--- src/rtl/spi_wh_pkg.sv ---
`timescale 1ns/1ps
// Package: shared constants, the frame-length type and mode decoding for
// the width-selectable SPI host. Assumes a widest frame of FRAME_MAX bits.
package spi_wh_pkg;

    localparam int FRAME_MAX = 32;
    localparam int BITS_W    = $clog2(FRAME_MAX + 1);
    localparam int MID_BITS  = FRAME_MAX / 2;
    localparam int LOW_BITS  = FRAME_MAX / 4;

    typedef enum logic [1:0] {
        FLEN_SHORT = 2'd0,
        FLEN_MID   = 2'd1,
        FLEN_WIDE  = 2'd2
    } flen_e;

    // Decode the two mode inputs; the wide select wins over the mid select.
    function automatic flen_e decode_flen(input logic sel_wide, input logic sel_mid);
        if (sel_wide)
            return FLEN_WIDE;
        else if (sel_mid)
            return FLEN_MID;
        return FLEN_SHORT;
    endfunction

    // Number of bits carried by a frame of the given length class.
    function automatic logic [BITS_W-1:0] flen_bits(input flen_e f);
        case (f)
            FLEN_WIDE: return BITS_W'(FRAME_MAX);
            FLEN_MID:  return BITS_W'(MID_BITS);
            default:   return BITS_W'(LOW_BITS);
        endcase
    endfunction

endpackage

--- src/rtl/spi_wh_baud.sv ---
`timescale 1ns/1ps
// Module: half-period tick generator. While run is high it counts bus
// clocks and emits a one-cycle tick every (div+1) clocks; while run is low
// the count is held at zero so the first tick of a frame comes div+1
// clocks after the frame starts. Assumes div is stable during a frame.
module spi_wh_baud #(
    parameter int DIV_W = 13
) (
    input  logic             clk,
    input  logic             rst_n,
    input  logic             run,
    input  logic [DIV_W-1:0] div,
    output logic             half_tick
);

    logic [DIV_W-1:0] cnt_q;

    assign half_tick = run && (cnt_q == div);

    // Advance the clock count, restarting at each tick and while idle.
    always_ff @(posedge clk) begin
        if (!rst_n || !run || half_tick)
            cnt_q <= '0;
        else
            cnt_q <= cnt_q + 1'b1;
    end


    tick_idle_chk: assert property (@(posedge clk) disable iff (!rst_n)
        !run |=> (cnt_q == '0));

endmodule

--- src/rtl/spi_wh_shifter.sv ---
`timescale 1ns/1ps
// Module: serial shift engine. On load it left-aligns the word so bit N-1
// appears first on sdo, clears the capture register and raises sck-low
// phase. Each half tick toggles sck: a rising toggle samples sdi into the
// capture register, a falling toggle advances the transmit register or,
// after the N-th bit, ends the frame. Assumes load is only asserted when
// idle or in the frame_end cycle; abort has priority over everything.
module spi_wh_shifter
    import spi_wh_pkg::*;
#(
    parameter int DATA_W = FRAME_MAX
) (
    input  logic              clk,
    input  logic              rst_n,
    input  logic              abort,
    input  logic              load,
    input  logic [DATA_W-1:0] load_word,
    input  logic [BITS_W-1:0] load_bits,
    input  logic              half_tick,
    input  logic              sdi,
    output logic              sck,
    output logic              sdo,
    output logic              busy,
    output logic              frame_end,
    output logic [DATA_W-1:0] rx_word
);

    logic [DATA_W-1:0] tx_sh_q;
    logic [DATA_W-1:0] rx_sh_q;
    logic [BITS_W-1:0] bits_q;
    logic [BITS_W-1:0] frame_bits_q;
    logic              sck_q;
    logic              busy_q;
    logic              last_bit;

    assign last_bit  = (bits_q == frame_bits_q);
    assign frame_end = busy_q && half_tick && sck_q && last_bit;
    assign sck       = sck_q;
    assign sdo       = busy_q && tx_sh_q[DATA_W-1];
    assign busy      = busy_q;
    assign rx_word   = rx_sh_q;

    // Sequence one frame: load, then alternate sample and shift half periods.
    always_ff @(posedge clk) begin
        if (!rst_n) begin
            tx_sh_q      <= '0;
            rx_sh_q      <= '0;
            bits_q       <= '0;
            frame_bits_q <= BITS_W'(LOW_BITS);
            sck_q        <= 1'b0;
            busy_q       <= 1'b0;
        end else if (abort) begin
            sck_q  <= 1'b0;
            busy_q <= 1'b0;
        end else if (load) begin
            tx_sh_q      <= load_word << (BITS_W'(DATA_W) - load_bits);
            rx_sh_q      <= '0;
            bits_q       <= '0;
            frame_bits_q <= load_bits;
            sck_q        <= 1'b0;
            busy_q       <= 1'b1;
        end else if (busy_q && half_tick) begin
            if (!sck_q) begin
                sck_q   <= 1'b1;
                rx_sh_q <= {rx_sh_q[DATA_W-2:0], sdi};
                bits_q  <= bits_q + 1'b1;
            end else begin
                sck_q <= 1'b0;
                if (last_bit)
                    busy_q <= 1'b0;
                else
                    tx_sh_q <= tx_sh_q << 1;
            end
        end
    end


    sck_idle_chk: assert property (@(posedge clk) disable iff (!rst_n)
        !busy_q |-> !sck_q);


    bit_range_chk: assert property (@(posedge clk) disable iff (!rst_n)
        busy_q |-> (bits_q <= frame_bits_q));


    abort_chk: assert property (@(posedge clk) disable iff (!rst_n)
        abort |=> (!busy_q && !sck_q && !sdo));

endmodule

--- src/rtl/spi_wh_buffers.sv ---
`timescale 1ns/1ps
// Module: one-deep transmit and receive holding buffers with their flags.
// The transmit side accepts writes only while enabled and reports empty
// once the engine has taken the word. The receive side captures each
// finished word, tracks unread data and records overwrites in a sticky
// flag. Also registers the one-cycle completion pulse.
module spi_wh_buffers #(
    parameter int DATA_W = 32
) (
    input  logic              clk,
    input  logic              rst_n,
    input  logic              enable,
    input  logic              wr_en,
    input  logic [DATA_W-1:0] wr_data,
    input  logic              load,
    input  logic              frame_end,
    input  logic [DATA_W-1:0] rx_word,
    input  logic              rd_en,
    input  logic              ovf_clr,
    output logic [DATA_W-1:0] tx_word,
    output logic              tx_empty,
    output logic [DATA_W-1:0] rx_data,
    output logic              rx_full,
    output logic              rx_ovf,
    output logic              done
);

    logic              wr_ok;
    logic              ovf_set;
    logic [DATA_W-1:0] tx_buf_q;
    logic              tx_empty_q;
    logic [DATA_W-1:0] rx_buf_q;
    logic              rx_full_q;
    logic              rx_ovf_q;
    logic              done_q;

    assign wr_ok    = enable && wr_en;
    assign ovf_set  = frame_end && rx_full_q && !rd_en;
    assign tx_word  = tx_buf_q;
    assign tx_empty = tx_empty_q;
    assign rx_data  = rx_buf_q;
    assign rx_full  = rx_full_q;
    assign rx_ovf   = rx_ovf_q;
    assign done     = done_q;

    // Hold the queued transmit word and its empty flag.
    always_ff @(posedge clk) begin
        if (!rst_n) begin
            tx_buf_q   <= '0;
            tx_empty_q <= 1'b1;
        end else if (wr_ok) begin
            tx_buf_q   <= wr_data;
            tx_empty_q <= 1'b0;
        end else if (load) begin
            tx_empty_q <= 1'b1;
        end
    end

    // Capture each finished word and track whether it has been read.
    always_ff @(posedge clk) begin
        if (!rst_n) begin
            rx_buf_q  <= '0;
            rx_full_q <= 1'b0;
        end else if (frame_end) begin
            rx_buf_q  <= rx_word;
            rx_full_q <= 1'b1;
        end else if (rd_en) begin
            rx_full_q <= 1'b0;
        end
    end

    // Keep the sticky overwrite flag; a new overwrite beats a clear.
    always_ff @(posedge clk) begin
        if (!rst_n)
            rx_ovf_q <= 1'b0;
        else if (ovf_set)
            rx_ovf_q <= 1'b1;
        else if (ovf_clr)
            rx_ovf_q <= 1'b0;
    end

    // Register the completion pulse.
    always_ff @(posedge clk) begin
        if (!rst_n)
            done_q <= 1'b0;
        else
            done_q <= frame_end;
    end


    tx_clear_chk: assert property (@(posedge clk) disable iff (!rst_n)
        wr_ok |=> !tx_empty_q);


    ignore_wr_chk: assert property (@(posedge clk) disable iff (!rst_n)
        (!enable && tx_empty_q && !load) |=> tx_empty_q);


    full_rise_chk: assert property (@(posedge clk) disable iff (!rst_n)
        $rose(rx_full_q) |-> done_q);


    ovf_set_chk: assert property (@(posedge clk) disable iff (!rst_n)
        ovf_set |=> rx_ovf_q);


    done_single_chk: assert property (@(posedge clk) disable iff (!rst_n)
        done_q |=> !done_q);

endmodule

--- src/rtl/spi_width_host.sv ---
`timescale 1ns/1ps
// Module: width-selectable SPI host top. Decodes the frame length from the
// mode inputs, decides when the queued word enters the shift engine (from
// idle, or in the cycle a frame ends) and wires the divider, engine and
// holding buffers together. Assumes mode and divider inputs are stable
// while a frame is shifting; SPI mode 0 timing.
module spi_width_host
    import spi_wh_pkg::*;
#(
    parameter int DIV_W = 13
) (
    input  logic                 clk,
    input  logic                 rst_n,
    input  logic                 enable,
    input  logic                 mode32,
    input  logic                 mode16,
    input  logic [DIV_W-1:0]     baud_div,
    input  logic                 wr_en,
    input  logic [FRAME_MAX-1:0] wr_data,
    input  logic                 rd_en,
    output logic [FRAME_MAX-1:0] rd_data,
    input  logic                 ovf_clr,
    output logic                 tx_empty,
    output logic                 rx_full,
    output logic                 rx_ovf,
    output logic                 xfer_done,
    output logic                 sck,
    output logic                 sdo,
    input  logic                 sdi
);

    logic                 busy;
    logic                 frame_end;
    logic                 half_tick;
    logic                 load;
    logic [FRAME_MAX-1:0] tx_word;
    logic [FRAME_MAX-1:0] rx_word;
    logic [BITS_W-1:0]    next_bits;

    // Frame length for the word about to be loaded.
    always_comb begin
        next_bits = flen_bits(decode_flen(mode32, mode16));
    end

    // Start a frame when a word waits and the engine is free or just freed.
    always_comb begin
        load = enable && !tx_empty && (!busy || frame_end);
    end

    spi_wh_baud #(
        .DIV_W (DIV_W)
    ) baud_i (
        .clk       (clk),
        .rst_n     (rst_n),
        .run       (busy),
        .div       (baud_div),
        .half_tick (half_tick)
    );

    spi_wh_shifter #(
        .DATA_W (FRAME_MAX)
    ) shift_i (
        .clk       (clk),
        .rst_n     (rst_n),
        .abort     (!enable),
        .load      (load),
        .load_word (tx_word),
        .load_bits (next_bits),
        .half_tick (half_tick),
        .sdi       (sdi),
        .sck       (sck),
        .sdo       (sdo),
        .busy      (busy),
        .frame_end (frame_end),
        .rx_word   (rx_word)
    );

    spi_wh_buffers #(
        .DATA_W (FRAME_MAX)
    ) bufs_i (
        .clk       (clk),
        .rst_n     (rst_n),
        .enable    (enable),
        .wr_en     (wr_en),
        .wr_data   (wr_data),
        .load      (load),
        .frame_end (frame_end),
        .rx_word   (rx_word),
        .rd_en     (rd_en),
        .ovf_clr   (ovf_clr),
        .tx_word   (tx_word),
        .tx_empty  (tx_empty),
        .rx_data   (rd_data),
        .rx_full   (rx_full),
        .rx_ovf    (rx_ovf),
        .done      (xfer_done)
    );


    chain_chk: assert property (@(posedge clk) disable iff (!rst_n)
        (frame_end && enable && !tx_empty) |=> (busy && !sck));


    load_empty_chk: assert property (@(posedge clk) disable iff (!rst_n)
        (load && !wr_en) |=> tx_empty);

endmodule

--- config.mk ---
export PLATFORM = sky130hd
export DESIGN_NAME = spi_width_host
export DESIGN_NICKNAME = d
export VERILOG_FILES = /design/src/rtl/spi_wh_pkg.sv /design/src/rtl/spi_wh_baud.sv /design/src/rtl/spi_wh_shifter.sv /design/src/rtl/spi_wh_buffers.sv /design/src/rtl/spi_width_host.sv
export SDC_FILE = /design/constraint.sdc
export NUM_CORES = 1
export LEC_CHECK = 0
export CAP_MARGIN = 20
export CORE_AREA = 2 2 146 148
export CTS_CLUSTER_SIZE = 24
export DETAILED_ROUTE_END_ITERATION = 12
export DIE_AREA = 0 0 148 150
export DONT_BUFFER_PORTS = 1
export GPL_TIMING_DRIVEN = 0
export PLACE_DENSITY_LB_ADDON = 0.3
export SETUP_SLACK_MARGIN = 0.4
export SLEW_MARGIN = 30
export SYNTH_ARGS = -nofsm -noshare
export SYNTH_HDL_FRONTEND = slang
export SYNTH_SLANG_ARGS = --single-unit
--- constraint.sdc ---
create_clock -name clk -period 2.4 [get_ports clk]
set_input_delay 0.36 -clock clk [delete_from_list [all_inputs] [get_ports clk]]
set_output_delay 0.36 -clock clk [all_outputs]
set_load 0.02 [all_outputs]
# Word-level counts from Yosys, hierarchy flattened
# Index checks and enable logic that the tools add are counted.
# word_totals
register_bits	159
inputBits	54
wordCells	81
# classes
n_addsub	3
n_eq_ne	6
n_shift	1
n_mux	27
bitwise_logic	2
n_reduce_logical	29
# op_table
op	n
2-to-1 mux 32 bit	7
<< shifter 32 x 6 -> 32 bit	1
2-to-1 mux 6 bit	3
adder 13 x 1 -> 13 bit (second input constant)	1
equality test 13 bit	1
2-to-1 mux 1 bit	13
one-hot mux 6 bit (2 select lines)	1
nonzero test 2 bit	6
logical AND 1 bit	10
adder 6 x 1 -> 6 bit (second input constant)	1
equality test 6 bit	1
2-to-1 mux 2 bit	3
AND reduction 3 bit	2
subtractor 6 bit (first input constant)	1
zero test 1 bit	4
!= test 2 x 1 -> 1 bit (second input constant)	2
AND reduction 2 bit	2
AND reduction 4 bit	1
logical OR 1 bit	3
OR reduction 3 bit	1
equality test 2 x 1 -> 1 bit (second input constant)	1
equality test 2 bit (second input constant)	1
inverter 1 bit	2

# Depth between registers and ports, before layout
# Gate-level depths: netlist (run 1).
# logic_depth
word_depth	9
ltp_mapped	8
ltp_nobuf	7

# By module
# A second synthesis (run 1) with hierarchy kept.
# hier_totals
cells_unflattened	872
hier_area_um2	8271.7
# by_module_without_submodules
mod	instances	cells_per_inst	area_each_um2	seq_area_each_um2
spi_wh_shifter	1	525	4863.4	1561.5
spi_wh_buffers	1	262	2601.2	1361.3
spi_wh_baud	1	78	769.5	260.2
spi_width_host	1	7	37.5	0.0

# Least setup slack after synthesis (run 1)
# No wires, ideal clock.
# synth_path
path_kind	in2reg
start	input port baud_div[8]
end	register shift_i.tx_sh_q[8]
arrival_ps	1762
slack_ps	498
stages	7
n_path_buf	2
cell_sequence	xor2_1 nor4_4 nand4_1 buf_2 buf_2 nor4_1 a2111oi_2
# synth_via
elab_chain_cells	9
elab_cells_between_ends	12
classes_between	eq/ne: 2; mux: 1; reduce/logical: 9
# synth_rtl
element	line	rtl
from (decl)	spi_width_host.sv:17	input logic [DIV_W-1:0] baud_div,
equality test 13 bit (*)	spi_wh_baud.sv:18	assign half_tick = run && (cnt_q == div);
logical AND 1 bit (*)	spi_wh_baud.sv:18	
logical AND 1 bit (*)	spi_wh_shifter.sv:37, spi_wh_shifter.sv:62	
logical AND 1 bit (2 in series)	spi_wh_shifter.sv:37	assign frame_end = busy_q && half_tick && sck_q && last_bit;
logical OR 1 bit	spi_width_host.sv:47	load = enable && !tx_empty && (!busy || frame_end);
logical AND 1 bit	spi_width_host.sv:47	
!= test 2 x 1 -> 1 bit (no source line) or nonzero test 2 bit (tied branches)	-	
AND reduction 4 bit (no source line)	-	
to (signal assigned)	spi_wh_shifter.sv:56	tx_sh_q <= load_word << (BITS_W'(DATA_W) - load_bits);
to (signal assigned)	spi_wh_shifter.sv:72	tx_sh_q <= tx_sh_q << 1;
to (decl)	spi_wh_shifter.sv:28	logic [DATA_W-1:0] tx_sh_q;
# Mark *: on every way between the ends. The rest lies on a longest branch, timed or not.
# A chain may end at the register's enable or synchronous reset.

# Final worst setup path (run 1)
# layout_path
start	register baud_i.cnt_q[3]
end	register shift_i.tx_sh_q[12]
# layout_via
elab_chain_cells	9
elab_cells_between_ends	12
classes_between	eq/ne: 2; mux: 1; reduce/logical: 9
# layout_rtl
element	line	rtl
from (decl)	spi_wh_baud.sv:16	logic [DIV_W-1:0] cnt_q;
from (signal assigned)	spi_wh_baud.sv:25	cnt_q <= cnt_q + 1'b1;
equality test 13 bit (*)	spi_wh_baud.sv:18	
logical AND 1 bit (*)	spi_wh_baud.sv:18	
logical AND 1 bit (*)	spi_wh_shifter.sv:37, spi_wh_shifter.sv:62	
logical AND 1 bit (2 in series)	spi_wh_shifter.sv:37	
logical OR 1 bit	spi_width_host.sv:47	
logical AND 1 bit	spi_width_host.sv:47	
!= test 2 x 1 -> 1 bit (no source line) or nonzero test 2 bit (tied branches)	-	
AND reduction 4 bit (no source line)	-	
# Marked as above.

==> results.py, run 1 <==
metrics = {
    "grt": {
        "grt_pass1_wl_mm": 33.16,
        "grt_pass1_vias": 6141,
        "grt_overflow_total": 0,
        "grt_util_met1": 0.2223,
        "grt_max_degree": 17,
        "grt_busiest_layer": "met2",
        "grt_use_met3": 0.04878,
        "antenna_found_initial": 0,
        "grt_use_total": 0.1909,
        "use_met2": 0.3352,
    },
    "routing": {
        "wirelength_mm": 21.79,
        "vias": 6441,
        "dr.pass1.iters": 5,
        "route.detailed.drc": 0,
        "via_per_inst": 5.426,
        "drtIter0Drc": 365,
        "postRouteAntennaNets": 0,
        "routedWlPerCell_microns": 18.36,
    },
    "setup_path": {
        "crit_path_start": "baud_i.cnt_q[3]",
        "crit_path_max_fanout": 10,
        "reg2regPathDepth": 7,
        "crit_path_start_kind": "flop",
        "endpoint_kind": "flop",
        "reg2reg_from": "baud_i.cnt_q[3]",
        "worstPathRequired_ns": 2.67,
        "r2r_slack_ns": 0.24,
        "r2r_end": "shift_i.tx_sh_q[12]",
        "setup.worst_path.end": "shift_i.tx_sh_q[12]",
        "crit_arrival_ns": 2.44,
        "critPathKind": "reg2reg",
    },
    "floorplanning": {
        "die_x_microns": 148,
        "core_sq_um": 20690,
        "die_h_microns": 150,
        "rows": 53,
        "io_pins": 92,
        "die-area_sq_um": 22200,
        "start_util": 0.3426,
    },
    "sta": {
        "fin_crit_sh": 0.9006,
        "layout_setup_ws_ns": 0.2386,
        "period_minus_slack_ns": 2.161,
        "max_slew_margin": 0.3307,
        "finalSetupTns_ns": 0,
        "rsz0062_at_grt": "true",
        "skew_ns": 0.008159,
        "hold_viol": 0,
        "finalSetupViolCount": 0,
        "worst_pin_slew_ns": 1.004,
        "fmax_mhz": 462.7,
        "maxSlewViolCount": 0,
    },
    "clocking": {
        "root_buffer": "clkbuf_16",
        "cts_buffers": 17,
        "clkTransAtPathRegs_ns": 0.06,
        "clock_latency_ns": 0.43,
        "clk_path_buf_depth": 2,
        "htree_levels": 4,
        "cts.sinks": 156,
        "cts_tree": "built",
        "hold_buffers": 0,
    },
    "power": {
        "switching_power_mw": 1.491,
        "ir_drop_mv": 0.4970,
        "clockPowerShare": 0.460,
        "p_seq_frac": 0.451,
        "cellPowerDensity_nw_per_um2": 637.2,
        "switching_share": 0.2478,
        "p_comb_frac": 0.089,
        "leakage_nw": 2.960,
        "p_int_mw": 4.525,
    },
    "min_path": {
        "holdPathStages": 2,
        "min_path_type": "in2reg",
    },
    "cells_and_area": {
        "multi_input_area_sq_um": 4474,
        "area_growth_pct": 33.19,
        "seq_area_sq_um": 3138,
        "drive_above_1_share": 0.2478,
        "nFillCells": 1988,
        "fin_nets": 958,
        "antenna-diode-count": 0,
        "final_common_cell": "nand2_1",
        "final_cell_mix": "nand2_1, dfxtp_1, a21oi_1",
    },
    "yosys": {
        "synth_area_leaders": "dfxtp_1, nand2_1, a21oi_1, nor2_1, nand4_1",
        "yosys.cell_types.count": 53,
        "synth-seq-area-share": 0.4406,
        "ys.flop_type": "dfxtp_1",
        "synth.avg_cell_area_sq_um": 8.280,
        "async_reset_ff_frac": 0,
        "netlist_area_sq_um": 7088,
        "synth_edf_count": 0,
        "synthCells": 856,
        "yosysWarnings": 0,
        "synth_fp_nets": 913,
        "yosys_register_bits": 156,
        "yosysTopAreaCellShare": 0.4406,
        "yosys.area.top_type": "dfxtp_1",
    },
    "placed_design": {
        "port_buffers": 0,
        "place.gp.congestion": 0.9037,
        "place_hpwl_mm": 14.71,
        "pre_cts_slack_ns": 0.04554,
    },
    "outcome": {
        "status": "completed",
    },
    "run": {
        "drv_cap": 0,
    },
}
## per-layer routing
metal  wire length [microns]  share of wire
met5                       0              0
met4                     771          0.035
met3                    1124          0.052
met2                   10980           0.50
met1                    8914           0.41
## critical path, cell delays in order (launching register included)
cell       delay (ns)
dfxtp_4          0.36
xor2_4           0.19
nor4_4           0.38
buf_4            0.19
a41oi_4          0.23
clkbuf_8         0.27
a211oi_2         0.29
a2111oi_4        0.09
## through the flow
step	utilization	std cells	power, mW	hold slack [ns]	cell area (sq um)
3_5_place_dp	0.3596	1131	3.138	0.4511	7441
3_3_place_gp	0.3592	1131	3.132	0.4423	7432
2_1_floorplan	-	856	3.020	0.4325	7088
6_report	0.4563	1187	6.016	0.05776	9440
5_1_grt	0.4563	1187	6.215	0.04645	9440
4_1_cts	0.4242	1180	5.983	0.04476	8776
## cell families after synthesis
kind of cell / Yosys count / share of synthesized area
DFF: 156 / 0.4406
adders and majority gates: 3 / 0.005296
AOI/OAI and AO/OA: 222 / 0.2021
xor gates and xnor gates: 29 / 0.03901
buffers and inverters: 88 / 0.05366
muxes: 21 / 0.03125
and+or+nand+nor: 337 / 0.2281
## worst min path at each step
stage | start | end
6_report | wr_data[30] | bufs_i.tx_word[30]
5_1_grt | wr_data[14] | bufs_i.tx_word[14]
4_1_cts | wr_data[14] | bufs_i.tx_word[14]
2_1_floorplan | shift_i.rx_word[31] | shift_i.rx_word[31]
3_5_place_dp | shift_i.rx_word[31] | shift_i.rx_word[31]
3_3_place_gp | shift_i.rx_word[31] | shift_i.rx_word[31]
## repair_timing
item / 4_1_cts / 5_1_grt
pin swaps: 14 / 17
gates resized for setup: 140 / 163
gates cloned: 1 / 2
buffers inserted: 18 / 5
endpoints found under the hold margin: 0 / 0
setup endpoints to repair: 112 / 113
## registers in the layout (all words and copies together), names as in the netlist
name,cells
bufs_i.done,1
bufs_i.tx_word,32
shift_i.busy,1
bufs_i.rx_full,1
bufs_i.tx_empty,1
shift_i.tx_sh_q,32
bufs_i.rx_ovf,1
shift_i.bits_q,6
shift_i.sck,1
shift_i.frame_bits_q,3
baud_i.cnt_q,13
shift_i.rx_word,32
bufs_i.rx_data,32
## Yosys cell counts, types with 2 or more instances
cell,count
mux2i_1,12
a311oi_1,2
and2_1,5
mux2_2,9
buf_6,2
nand3b_1,2
or3_1,5
ha_1,3
nor4_1,21
a2111oi_2,6
o31ai_1,2
a2111oi_1,13
a2111oi_0,9
nor4_2,2
buf_2,25
xnor2_1,8
nor3b_1,2
xor2_1,18
nor2_1,62
o311ai_0,7
and3_1,4
nand3_1,7
dfxtp_1,156
or4_1,2
inv_1,6
o21ai_1,4
o21ai_0,43
xor2_2,3
a21oi_1,103
o211ai_1,9
a211oi_1,17
clkbuf_1,52
and4_1,2
nand2_1,157
nand4_1,36
nor4_4,3
nor3_1,17
nand2b_1,5
## power groups by stage
stage	logic [mW]	registers [mW]	clock network (mW)
2_1_floorplan	0.285	2.73	0
3_3_place_gp	0.375	2.76	0
3_5_place_dp	0.381	2.76	0
4_1_cts	0.469	2.71	2.81
5_1_grt	0.578	2.71	2.92
6_report	0.538	2.71	2.77
## layout make-up
type                            count  share of cell area
Multi-Input combinational cell    612              0.4740
Timing Repair Buffer               26             0.02346
Clock inverter                     10             0.01498
Buffer                             81             0.06759
Inverter                            7            0.002783
Tap cell                          275             0.03645
Sequential cell                   156              0.3324
Clock buffer                       20             0.04838
No activity file was read; power rests on OpenSTA's default activity.
==> inputs of run 2 (changes only) <==
--- a/config.mk
+++ b/config.mk
@@ -5,13 +5,14 @@
 export SDC_FILE = /design/constraint.sdc
 export NUM_CORES = 1
 export LEC_CHECK = 0
-export CAP_MARGIN = 20
 export CORE_AREA = 2 2 146 148
+export CTS_BUF_LIST = sky130_fd_sc_hd__clkbuf_8
 export CTS_CLUSTER_SIZE = 24
 export DETAILED_ROUTE_END_ITERATION = 12
 export DIE_AREA = 0 0 148 150
 export DONT_BUFFER_PORTS = 1
 export GPL_TIMING_DRIVEN = 0
+export MAX_ROUTING_LAYER = met4
 export PLACE_DENSITY_LB_ADDON = 0.3
 export SETUP_SLACK_MARGIN = 0.4
 export SLEW_MARGIN = 30
==> run 2 against run 1 <==
Register-to-register slack improved by 0.04 ns. Flip-flop and latch count did not move. Global-route usage increased by 0.45 points. Cell area is 1.7% lower. Critical endpoint is now shift_i.tx_sh_q[6]. Worst hold slack lost 0.042 ns. First-iteration DRC count grew 3.3%. Non-clock buffer count increased by 5.
==> results.py, run 2 (synthesis gave the netlist of run 1 again) <==
metrics = {
    "routing": {
        "routedWlPerCell_microns": 18.32,
        "via_per_inst": 5.449,
        "vias": 6495,
        "drtIter0Drc": 377,
        "postRouteAntennaNets": 0,
        "route.detailed.drc": 0,
        "dr.pass1.iters": 5,
        "wirelength_mm": 21.84,
    },
    "grt": {
        "grt_use_total": 0.1954,
        "grt_max_degree": 17,
        "use_met2": 0.3310,
        "grt_pass1_vias": 6191,
        "grt_busiest_layer": "met2",
        "antenna_found_initial": 0,
        "grt_overflow_total": 0,
        "grt_util_met1": 0.2193,
        "grt_pass1_wl_mm": 33.05,
        "grt_use_met3": 0.04909,
    },
    "placed_design": {
        "port_buffers": 0,
        "place_hpwl_mm": 14.71,
        "place.gp.congestion": 0.9193,
    },
    "floorplanning": {
        "start_util": 0.3426,
        "core_sq_um": 20690,
        "rows": 53,
        "die_h_microns": 150,
        "die_x_microns": 148,
        "die-area_sq_um": 22200,
        "io_pins": 92,
    },
    "run": {
        "drv_cap": 0,
    },
    "sta": {
        "rsz0062_at_grt": "true",
        "fin_crit_sh": 0.8840,
        "max_slew_margin": 0.3040,
        "maxSlewViolCount": 0,
        "skew_ns": 0.01782,
        "hold_viol": 0,
        "finalSetupTns_ns": 0,
        "worst_pin_slew_ns": 1.044,
        "fmax_mhz": 471.3,
        "period_minus_slack_ns": 2.122,
        "finalSetupViolCount": 0,
    },
    "cells_and_area": {
        "final_common_cell": "nand2_1",
        "fin_nets": 963,
        "nFillCells": 2023,
        "antenna-diode-count": 0,
        "area_growth_pct": 30.94,
        "drive_above_1_share": 0.2388,
        "final_cell_mix": "nand2_1, dfxtp_1, a21oi_1",
    },
    "setup_path": {
        "endpoint_kind": "flop",
        "crit_arrival_ns": 2.44,
        "r2r_slack_ns": 0.28,
        "worstPathRequired_ns": 2.72,
        "reg2regPathDepth": 7,
        "critPathKind": "reg2reg",
        "crit_path_max_fanout": 10,
        "crit_path_start_kind": "flop",
        "crit_path_start": "baud_i.cnt_q[3]",
        "r2r_end": "shift_i.tx_sh_q[6]",
        "reg2reg_from": "baud_i.cnt_q[3]",
        "setup.worst_path.end": "shift_i.tx_sh_q[6]",
    },
    "clocking": {
        "cts_tree": "built",
        "clkTransAtPathRegs_ns": 0.08,
        "clock_latency_ns": 0.48,
        "htree_levels": 4,
        "cts_buffers": 17,
        "cts.sinks": 156,
        "clk_path_buf_depth": 2,
        "root_buffer": "clkbuf_8",
    },
    "power": {
        "ir_drop_mv": 0.3359,
        "leakage_nw": 2.892,
        "cellPowerDensity_nw_per_um2": 575.0,
        "total_power_mw": 5.337,
    },
    "outcome": {
        "status": "completed",
    },
    "min_path": {
        "min_path_type": "in2reg",
    },
}
-- run 2: changes by cell type in the layout (fill, tap and decap cells not counted), moves of 5 or more --
| cell | before | now |
|---|---|---|
| xor2_2 | 10 | 4 |
| buf_4 | 22 | 30 |
| clkbuf_8 | 6 | 20 |
| buf_6 | 24 | 19 |
| clkbuf_16 | 18 | 1 |
| dlygate4sd3_1 | 0 | 6 |
-- run 2: metrics by stage --
stage | area, sq um | hold WS (ns) | setup WS [ns] | util | std cells
4_1_cts | 8547 | 0.001516 | 0.3057 | 0.4131 | 1180
5_1_grt | 9281 | 0.005922 | 0.1831 | 0.4486 | 1192
6_report | 9281 | 0.01537 | 0.2783 | 0.4486 | 1192
3_3_place_gp | 7432 | 0.4423 | 0.002260 | 0.3592 | 1131
2_1_floorplan | 7088 | 0.4325 | 0.4985 | - | 856
3_5_place_dp | 7441 | 0.4511 | 0.04554 | 0.3596 | 1131
-- run 2: how the worst min path moves through the flow --
stage / startpoint / to / depth (start not counted)
3_5_place_dp: shift_i.rx_word[31] / shift_i.rx_word[31] / 2
6_report: wr_data[6] / bufs_i.tx_word[6] / 2
2_1_floorplan: shift_i.rx_word[31] / shift_i.rx_word[31] / 2
5_1_grt: wr_data[6] / bufs_i.tx_word[6] / 2
3_3_place_gp: shift_i.rx_word[31] / shift_i.rx_word[31] / 2
4_1_cts: wr_data[6] / bufs_i.tx_word[6] / 2
-- run 2: critical path: stages, from the launching register on --
cell and delay [ns]:
dfxtp_4 0.37, xor2_4 0.15, nor4_4 0.40, nand4_1 0.14, buf_4 0.18, clkbuf_8 0.18, nor4_1 0.48, a2111oi_4 0.08
-- run 2: layout make-up --
cell class              count  area (sq um)  share of cell area
inverters                   7         26.28            0.002831
multi-input cells         612          4474              0.4821
flip-flops and latches    156          3146              0.3389
clock inverters            11         145.1             0.01564
plain buffers              81         614.3             0.06619
repair buffers             31         270.3             0.02912
well taps                 275         344.1             0.03707
clock buffers              19         261.5             0.02817
-- run 2: per-layer routing --
layer / vias up / wire [microns] / share of wire
li1: 3152 / - / -
met1: 3133 / 8955 / 0.41
met2: 155 / 11110 / 0.51
met3: 55 / 994 / 0.046
met4: 0 / 779 / 0.036
met5: - / 0 / 0
-- run 2: what timing repair did --
action	CTS	global route
resized for setup	139	154
cloned	0	2
hold buffers	4	2
endpoints found under the hold margin	4	2
setup endpoints to repair	112	112
pin swaps	12	22
setup buffers	15	8
-- run 2: where the power goes --
| part | switching [mW] | leakage [nW] | internal [mW] |
|---|---|---|---|
| clock | 1.01 | 0.205 | 1.07 |
| sequential | 0.0688 | 1.27 | 2.64 |
| combinational | 0.344 | 1.42 | 0.206 |
| total | 1.42 | 2.89 | 3.92 |
==> inputs of run 3 (changes only) <==
--- a/config.mk
+++ b/config.mk
@@ -5,11 +5,11 @@
 export SDC_FILE = /design/constraint.sdc
 export NUM_CORES = 1
 export LEC_CHECK = 0
-export CORE_AREA = 2 2 146 148
+export CORE_AREA = 2 2 124 174
 export CTS_BUF_LIST = sky130_fd_sc_hd__clkbuf_8
 export CTS_CLUSTER_SIZE = 24
 export DETAILED_ROUTE_END_ITERATION = 12
-export DIE_AREA = 0 0 148 150
+export DIE_AREA = 0 0 126 176
 export DONT_BUFFER_PORTS = 1
 export GPL_TIMING_DRIVEN = 0
 export MAX_ROUTING_LAYER = met4
==> run 3 against run 2 <==
Maximum frequency increased by 4.2%. Largest power group unchanged. Register-to-register slack improved by 0.09 ns. Critical path depth is 3 lower. Global-route usage is 0.088 points lower. Via count fell by 0.83%. Cell count shrank 1.9%. Highest routed layer unchanged. Sequential share of layout area increased by 1.7 points. Combinational power is 9.5% lower.
==> results.py, run 3 (synthesis gave the netlist of run 1 again) <==
metrics = {
    "routing": {
        "dr.pass1.iters": 5,
        "wirelength_mm": 21.31,
        "drtIter0Drc": 303,
        "vias": 6441,
        "via_per_inst": 5.510,
        "postRouteAntennaNets": 0,
        "route.detailed.drc": 0,
        "routedWlPerCell_microns": 18.22,
    },
    "floorplanning": {
        "die_h_microns": 176,
        "die-area_sq_um": 22180,
        "rows": 62,
        "die_x_microns": 126,
        "core_sq_um": 20480,
        "start_util": 0.3461,
        "io_pins": 92,
    },
    "clocking": {
        "clkTransAtPathRegs_ns": 0.09,
        "cts_tree": "built",
        "htree_levels": 4,
        "cts_buffers": 17,
        "cts.sinks": 156,
        "root_buffer": "clkbuf_8",
        "clk_path_buf_depth": 2,
        "clock_latency_ns": 0.48,
    },
    "sta": {
        "worst_pin_slew_ns": 0.7685,
        "max_slew_margin": 0.4877,
        "rsz0062_at_grt": "true",
        "finalSetupViolCount": 0,
        "fmax_mhz": 491.3,
        "finalSetupTns_ns": 0,
        "skew_ns": 0.01604,
        "hold_viol": 0,
        "fin_crit_sh": 0.8480,
        "period_minus_slack_ns": 2.035,
        "maxSlewViolCount": 0,
    },
    "cells_and_area": {
        "final_cell_mix": "nand2_1, dfxtp_1, a21oi_1",
        "drive_above_1_share": 0.2147,
        "antenna-diode-count": 0,
        "fin_nets": 958,
        "area_growth_pct": 24.57,
        "final_common_cell": "nand2_1",
    },
    "setup_path": {
        "critPathKind": "reg2reg",
        "path_cells": "clkbuf_1 > clkbuf_1 > nand4_1 > a21oi_2",
        "reg2regPathDepth": 4,
        "worstPathRequired_ns": 2.80,
        "crit_arrival_ns": 2.44,
        "slowest_delay_ns": 0.60,
        "crit_path_max_fanout": 10,
        "cp_slowest_cell": "clkbuf_1",
        "endpoint_kind": "flop",
        "crit_path_start_kind": "flop",
        "cpMostUsedCell": "clkbuf_1",
    },
    "placed_design": {
        "port_buffers": 0,
        "place_hpwl_mm": 15.03,
        "place.gp.congestion": 0.9222,
    },
    "power": {
        "p_comb_frac": 0.100,
        "p_seq_frac": 0.544,
        "leakage_nw": 2.780,
        "p_int_mw": 3.582,
        "switching_share": 0.2801,
        "ir_drop_mv": 0.3679,
        "switching_power_mw": 1.394,
        "clockPowerShare": 0.356,
        "total_power_mw": 4.976,
        "cellPowerDensity_nw_per_um2": 563.5,
    },
    "grt": {
        "grt_overflow_total": 0,
        "grt_use_total": 0.1945,
        "grt_pass1_wl_mm": 33.56,
        "antenna_found_initial": 0,
        "grt_max_degree": 17,
        "grt_pass1_vias": 6258,
    },
    "outcome": {
        "status": "completed",
    },
    "min_path": {
        "min_path_type": "in2reg",
        "holdPathStages": 2,
    },
    "run": {
        "drv_cap": 0,
    },
}
==> run 3: metal layers <==
layer | part of all wire | up-vias | routed length (microns) | global-route usage
met1 | 0.39 | 3106 | 8355 | 0.2115
met2 | 0.53 | 157 | 11320 | 0.3468
met4 | 0.028 | 0 | 603 | 0.07372
li1 | - | 3137 | - | -
met3 | 0.048 | 41 | 1023 | 0.04121
met5 | 0 | - | 0 | -
==> run 3: cell type report <==
cell class | instances | area, sq um
flip-flops and latches | 156 | 3143
well taps | 256 | 320.3
inverters | 7 | 26.28
plain buffers | 81 | 591.8
multi-input cells | 612 | 4198
clock inverters | 12 | 77.57
repair buffers | 26 | 211.5
clock buffers | 19 | 261.5
fillers | 2058 | 11650
==> run 3: metrics by stage <==
stage / hold slack (ns) / setup WS, ns / instances / instance area (sq um) / utilization
global placement: 0.4403 / 0.01258 / 1112 / 7408 / 0.3617
global route: 0.01598 / 0.2697 / 1169 / 8830 / 0.4311
finish: 0.01244 / 0.3647 / 1169 / 8830 / 0.4311
detailed placement: 0.4472 / 0.0006095 / 1112 / 7408 / 0.3617
floorplan: 0.4325 / 0.4985 / 856 / 7088 / -
CTS: 0.0007575 / 0.3867 / 1161 / 8302 / 0.4054
==> run 3: final timing paths <==
kind	from	to	slack, ns
worst max register to register	shift_i.sck	bufs_i.rx_data[29]	0.36
worst min register to register	shift_i.rx_word[31]	shift_i.rx_word[31]	0.46
worst max-delay path	shift_i.sck	bufs_i.rx_data[29]	0.36
worst min-delay path	wr_data[23]	bufs_i.tx_word[23]	0.01
==> run 3: power groups by stage <==
stage	registers (mW)	logic (mW)	clock network (mW)
floorplan	2.73	0.285	0
global placement	2.76	0.372	0
detailed placement	2.76	0.376	0
CTS	2.70	0.441	1.81
global route	2.71	0.541	1.89
finish	2.71	0.498	1.77
==> run 3: timing repair <==
item | 4_1_cts | 5_1_grt
gates resized for setup | 113 | 103
endpoints found under the hold margin | 5 | 0
endpoints found under the setup margin | 115 | 108
setup buffers | 13 | 7
pin swaps | 11 | 16
cloned | 0 | 1
hold buffers | 5 | 0
==> run 3: worst max-delay path, delay by kind of cell (launching register included) <==
kind                   cells  cell delay (ns)
and+or+nand+nor            1             0.23
AOI/OAI and AO/OA          1             0.16
buffers and inverters      2             1.00
DFF                        1             0.56
